==> src/rtl/wdt_pkg.sv <==
package wdt_pkg;
  // Strobes from the control side into the counting datapath
  typedef struct packed {
    logic load;   // start or service: reload counter, clear prescalers
    logic run;    // timer is running
  } wdtCtl_t;
endpackage

==> src/rtl/wdt_ctrl.sv <==
module wdt_ctrl
  import wdt_pkg::*;
(
  input  logic    clk,
  input  logic    rstN,
  input  logic    startPin,
  input  logic    armWr,
  input  logic    kickWr,
  input  logic    relWr,
  input  logic    statusClr,
  input  logic    wrapNow,
  output wdtCtl_t ctl,
  output logic    statusFlag
);
  logic running;
  logic armed;
  logic firstCyc;
  logic anyWr;
  logic startNow;
  logic serviceNow;

  assign anyWr      = armWr | kickWr | relWr | statusClr;
  assign startNow   = !running && (kickWr || (firstCyc && startPin));
  assign serviceNow = running && kickWr && armed && !armWr;

  always_comb begin
    ctl.load = startNow | serviceNow;
    ctl.run  = running;
  end

  always_ff @(posedge clk or negedge rstN) begin
    if (!rstN) begin
      running    <= 1'b0;
      armed      <= 1'b0;
      firstCyc   <= 1'b1;
      statusFlag <= 1'b0;
    end else begin
      firstCyc <= 1'b0;
      if (startNow) running <= 1'b1;
      if (anyWr) armed <= armWr && !kickWr;
      if (wrapNow) statusFlag <= 1'b1;
      else if (statusClr) statusFlag <= 1'b0;
    end
  end


  no_stop_chk: assert property (@(posedge clk) disable iff (!rstN)
    running |=> running);

  flag_clear_chk: assert property (@(posedge clk) disable iff (!rstN)
    $fell(statusFlag) |-> $past(statusClr));
endmodule

==> src/rtl/wdt_datapath.sv <==
module wdt_datapath
  import wdt_pkg::*;
#(
  parameter int LOW_W    = 8,
  parameter int HIGH_W   = 7,
  parameter int BASE_DIV = 2,
  parameter int EXT_DIV  = 16
) (
  input  logic              clk,
  input  logic              rstN,
  input  wdtCtl_t           ctl,
  input  logic              relWr,
  input  logic [HIGH_W:0]   relData,
  output logic              wrapNow,
  output logic              rstReq
);
  localparam int CNT_W = LOW_W + HIGH_W;
  localparam int PRE_W = $clog2(BASE_DIV + 1);
  localparam int EXT_W = $clog2(EXT_DIV + 1);
  localparam logic [PRE_W-1:0] PRE_LAST = PRE_W'(BASE_DIV - 1);
  localparam logic [EXT_W-1:0] EXT_LAST = EXT_W'(EXT_DIV - 1);

  logic [HIGH_W:0]   relReg;
  logic [HIGH_W-1:0] relHigh;
  logic              div16;
  logic [PRE_W-1:0]  preCnt;
  logic [EXT_W-1:0]  extCnt;
  logic [CNT_W-1:0]  cnt;
  logic              preWrap;
  logic              extWrap;
  logic              tick;

  assign preWrap = (preCnt == PRE_LAST);
  assign extWrap = (extCnt == EXT_LAST);
  assign tick    = preWrap && (!div16 || extWrap);
  assign wrapNow = ctl.run && !ctl.load && tick && (&cnt);

  always_ff @(posedge clk or negedge rstN) begin
    if (!rstN) relReg <= '0;
    else if (relWr) relReg <= relData;
  end

  always_ff @(posedge clk or negedge rstN) begin
    if (!rstN) begin
      relHigh <= '0;
      div16   <= 1'b0;
      preCnt  <= '0;
      extCnt  <= '0;
      cnt     <= '0;
      rstReq  <= 1'b0;
    end else begin
      rstReq <= wrapNow;
      if (ctl.load) begin
        relHigh <= relReg[HIGH_W-1:0];
        div16   <= relReg[HIGH_W];
        preCnt  <= '0;
        extCnt  <= '0;
        cnt     <= {relReg[HIGH_W-1:0], {LOW_W{1'b0}}};
      end else if (ctl.run) begin
        preCnt <= preWrap ? '0 : preCnt + 1'b1;
        if (preWrap && div16) extCnt <= extWrap ? '0 : extCnt + 1'b1;
        if (tick) begin
          if (&cnt) cnt <= {relHigh, {LOW_W{1'b0}}};
          else      cnt <= cnt + 1'b1;
        end
      end
    end
  end


  req_pulse_chk: assert property (@(posedge clk) disable iff (!rstN)
    rstReq |=> !rstReq);

  idle_quiet_chk: assert property (@(posedge clk) disable iff (!rstN)
    rstReq |-> $past(ctl.run));
endmodule

==> src/rtl/wdt_top.sv <==
module wdt_top #(
  parameter int LOW_W    = 8,
  parameter int HIGH_W   = 7,
  parameter int BASE_DIV = 2,
  parameter int EXT_DIV  = 16
) (
  input  logic              clk,
  input  logic              rstN,
  input  logic              startPin,
  input  logic              armWr,
  input  logic              kickWr,
  input  logic              relWr,
  input  logic [HIGH_W:0]   relData,
  input  logic              statusClr,
  output logic              rstReq,
  output logic              statusFlag
);
  wdt_pkg::wdtCtl_t ctl;
  logic wrapNow;

  wdt_ctrl u_ctrl (
    .clk(clk), .rstN(rstN), .startPin(startPin), .armWr(armWr),
    .kickWr(kickWr), .relWr(relWr), .statusClr(statusClr),
    .wrapNow(wrapNow), .ctl(ctl), .statusFlag(statusFlag)
  );

  wdt_datapath #(.LOW_W(LOW_W), .HIGH_W(HIGH_W), .BASE_DIV(BASE_DIV),
                 .EXT_DIV(EXT_DIV)) u_dp (
    .clk(clk), .rstN(rstN), .ctl(ctl), .relWr(relWr), .relData(relData),
    .wrapNow(wrapNow), .rstReq(rstReq)
  );


  cause_flag_chk: assert property (@(posedge clk) disable iff (!rstN)
    rstReq |-> statusFlag);
endmodule

==> config.mk <==
export PLATFORM = sky130hd
export DESIGN_NAME = wdt_top
export DESIGN_NICKNAME = d
export VERILOG_FILES = /design/src/rtl/wdt_pkg.sv /design/src/rtl/wdt_ctrl.sv /design/src/rtl/wdt_datapath.sv /design/src/rtl/wdt_top.sv
export SDC_FILE = /design/constraint.sdc
export NUM_CORES = 1
export LEC_CHECK = 0
export ABC_AREA = 1
export BUFFER_PORTS_ARGS = -buffer_cell sky130_fd_sc_hd__buf_2
export CORE_MARGIN = 2
export CORE_UTILIZATION = 30
export CTS_CLUSTER_SIZE = 30
export DETAILED_ROUTE_END_ITERATION = 16
export PLACE_DENSITY_LB_ADDON = 0.25
export SLEW_MARGIN = 30
export SYNTH_ARGS = -nofsm -noshare
export SYNTH_HDL_FRONTEND = slang
export SYNTH_SLANG_ARGS = --single-unit
==> constraint.sdc <==
create_clock -name clk -period 1.5 [get_ports clk]
set_input_delay 0.075 -clock clk [delete_from_list [all_inputs] [get_ports clk]]
set_output_delay 0.075 -clock clk [all_outputs]
set_load 0.01 [all_outputs]
==> out/qor.txt <==
Fin crit period -> 1.47 ns
Worst path slowest cell -> dfrtp_1
Wl on met1 -> 2650 µm
TritonCTS clock tree -> done
Peak Freq -> 680 MHz
DR vias/cell -> 4.38
Initial DRC Count -> 62
Port Buffers -> 16
Pin count of the biggest net entering global routing -> 22
Post-synth top area share -> 45.6%
Clock root cell -> clkbuf_8
FF-to-FF path depth -> 10
Clk pwr share -> 26.8%
Synth warnings -> 0
Final antenna-violating net count -> 0
Via count -> 1,938
Crit Path Max Fanout -> 6
R2r endpoint -> u_dp.cnt[10]$_DFFE_PN0P_
Share of layout cells above drive strength 1 -> 24.8%
Placer Congestion -> 0.826
Post-synthesis register bit count -> 43
Design area -> 3010 µm²
Endpoints failing hold -> 0
Area contributors post-synth -> dfrtp_1 (46%), nand2_1 (14%), nor2_1 (5.4%), inv_1 (5.2%), nand3_1 (4.6%)
# DRC -> 0
Tot GR Track Use -> 13.3%
Mapped cell area -> 2300 µm²
Crit path buffers/inverters -> 0
CP endpoint kind -> flip-flop
DR pass1 iterations -> 4
First-pass GRT wire length -> 8980 µm
Static leakage -> 1.50 nW
Int Pwr -> 0.00265 W
Die area -> 8400 µm²
Hold EP -> u_ctrl.armed$_DFFE_PN0P_
Initial antenna violation count -> 0
Cells after Synth -> 289
Final worst-path cycle share -> 98.1%
Core area -> 7330 µm²
Post-synth top cells -> nand2_1 (83), dfrtp_1 (42), nor2_1 (33), inv_1 (32)
Met3 Wirelength -> 136 µm
CP Cell Sequence -> ha_2 > nand2_2 > nor2_4 > nand2_2 > nand2_2 > nand3_4 > nand2_8 > nand2_4 > nor2_4 > nor2_2
Worst-path clk slew -> 0.08 ns
Clock sink total -> 43
Chip height -> 91.7 µm
Startpoint Class -> flip-flop
Top cell by count, worst path -> nand2_2
Critical path's largest stage delay -> 0.36 ns
Outcome -> completed
Sequential share of power -> 40.9%
Worst Path Arrival -> 1.66 ns
Family with the most delay on the worst path -> simple AND/OR/NAND/NOR gates
CTS max path bufs -> 2
IO Count -> 17
Most common cell in the netlist -> nand2_1
Setup-failing EPs final -> 0
Asr flop ratio synth -> 100%
Hold WC Path Type -> input port to flip-flop
TritonCTS buffer count -> 5
Comb power frac -> 32.3%
Total wire length -> 5060 µm
Post-synth cell types -> 32
Initial Util -> 31.4%
Met2 WL -> 2220 µm
Mean Syn Cell Area -> 7.97 µm²
Peak VDD IR -> 487 µV
RSZ-0062 raised after global routing -> true
# Max-Cap Violations -> 0
Placed Area -> 2620 µm²
Reg-to-reg startpoint -> u_dp.extCnt[1]$_DFFE_PN0P_
Net Sw Frac -> 33.4%
Total overflow reported by the global router -> 0
Total Nets Final -> 359
Setup TNS -> 0 ns
Flop-to-flop setup slack -> 0.03 ns
DPL Wire Length -> 3820 µm
Skew final -> 0.00580 ns
DR top layer -> met4
Layout area overhead -> 30.6%
# rows -> 31
Post-Syn Nets -> 306
DR WL/cell -> 11.4 µm
Fin. max-slew vios -> 0
Top FF cell, synth -> dfrtp_1
Register area share after synthesis -> 46.7%
Synth area leader -> dfrtp_1
Post-synth EDFFs -> 0
Vias in the first global route -> 1,888
WP data required -> 1.69 ns
Hold path startpoint -> armWr
CP Class -> flip-flop to flip-flop
Antenna diode count -> 0
Worst skew pair latency -> 0.29 ns
Switching Power -> 0.00133 W
Cell Pwr Density -> 1320 nW/µm²
Worst hold stages -> 3
H-tree levels -> 2
Die W -> 91.7 µm
cells by family after synthesis:
kind of cell               synth area share [%]
AOI/OAI and AO/OA                          8.79
xor gates and xnor gates                   1.52
DFF                                        46.7
adders and majority gates                  1.09
buffers and inverters                      7.98
and+or+nand+nor                            33.3
muxes                                     0.434
other                                     0.163
sequential cells by signal (all words and copies together), names as in the netlist:
signal / count
u_dp.relReg: 8
u_ctrl.armed: 1
u_dp.rstReq: 1
u_dp.preCnt: 2
u_dp.relHigh: 7
u_ctrl.statusFlag: 1
u_dp.div16: 1
u_dp.extCnt: 5
u_ctrl.running: 1
u_ctrl.firstCyc: 1
u_dp.cnt: 15
stage by stage:
stage / util [%] / setup WS (ns) / hold WS (ns) / power (W) / cells
after floorplan: - / 0.0962 / -0.221 / 0.00230 / 289
after global placement: 35.7 / 0.0216 / 0.0752 / 0.00269 / 418
after detailed placement: 35.7 / -0.00915 / 0.0663 / 0.00270 / 418
after CTS: 39.3 / 0.0168 / 0.0820 / 0.00383 / 438
after global routing: 41.1 / -0.0911 / 0.0851 / 0.00429 / 442
final: 41.1 / 0.0286 / 0.0871 / 0.00398 / 442
worst reg2reg max path, cell delays in order, from the launching register on:
cell     delay [ns]
dfrtp_1        0.36
ha_2           0.19
nand2_2        0.08
nor2_4         0.12
nand2_2        0.08
nand2_2        0.09
nand3_4        0.11
nand2_8        0.13
nand2_4        0.06
nor2_4         0.10
nor2_2         0.05
cells in the final DEF (no fill, tap or decap), drive strengths merged, types with 2 or more instances in the layout:
| cell type | n |
|---|---|
| nand2 | 91 |
| dfrtp | 42 |
| buf | 38 |
| inv | 37 |
| nor2 | 36 |
| nand3 | 23 |
| o21ai | 23 |
| dlygate4sd3 | 11 |
| a21oi | 8 |
| nand4 | 7 |
| clkbuf | 6 |
| xor2 | 4 |
| o22ai | 4 |
| nand3b | 3 |
| a211oi | 2 |
| ha | 2 |
| bufinv | 2 |
worst max-delay path by stage:
| stage | start | end | cells after the start |
|---|---|---|---|
| finish | u_dp.extCnt[1]$_DFFE_PN0P_ | u_dp.cnt[10]$_DFFE_PN0P_ | 10 |
| global route | u_dp.extCnt[1]$_DFFE_PN0P_ | u_dp.cnt[10]$_DFFE_PN0P_ | 10 |
| CTS | u_dp.extCnt[0]$_DFFE_PN0P_ | u_dp.cnt[7]$_DFFE_PN0P_ | 10 |
| detailed placement | u_dp.extCnt[0]$_DFFE_PN0P_ | u_dp.cnt[7]$_DFFE_PN0P_ | 10 |
| global placement | u_dp.extCnt[0]$_DFFE_PN0P_ | u_dp.cnt[8]$_DFFE_PN0P_ | 10 |
| floorplan | u_dp.cnt[0]$_DFFE_PN0P_ | u_dp.cnt[11]$_DFFE_PN0P_ | 10 |
timing repair:
action | 4_1_cts | 5_1_grt
hold buffers | 11 | 0
pin swaps | 1 | 12
gates resized for setup | 4 | 29
gates cloned | 1 | 0
setup endpoints to repair | 6 | 20
endpoints found under the hold margin | 27 | 0
setup buffers | 0 | 4
per-layer routing:
layer | track usage [%] | up-vias
met3 | 2.71 | 5
met1 | 19.7 | 876
met5 | 0 | -
met2 | 19.6 | 30
met4 | 3.54 | 0
li1 | - | 1027
power groups by stage:
| stage | sequential [W] | clock (W) | combinational, W |
|---|---|---|---|
| 2_1_floorplan | 0.00161 | 0 | 0.000691 |
| 3_3_place_gp | 0.00163 | 0 | 0.00105 |
| 3_5_place_dp | 0.00163 | 0 | 0.00106 |
| 4_1_cts | 0.00162 | 0.00110 | 0.00112 |
| 5_1_grt | 0.00166 | 0.00114 | 0.00148 |
| 6_report | 0.00163 | 0.00107 | 0.00129 |
area by class of cell:
cell class | count | area (µm²)
clock inverters | 2 | 60.1
fillers | 753 | 4320
inverters | 37 | 151
clock buffers | 6 | 72.6
well taps | 99 | 124
multi-input cells | 206 | 1150
flip-flops and latches | 43 | 1080
repair buffers | 49 | 379
Power figures use the tool's default switching activity.
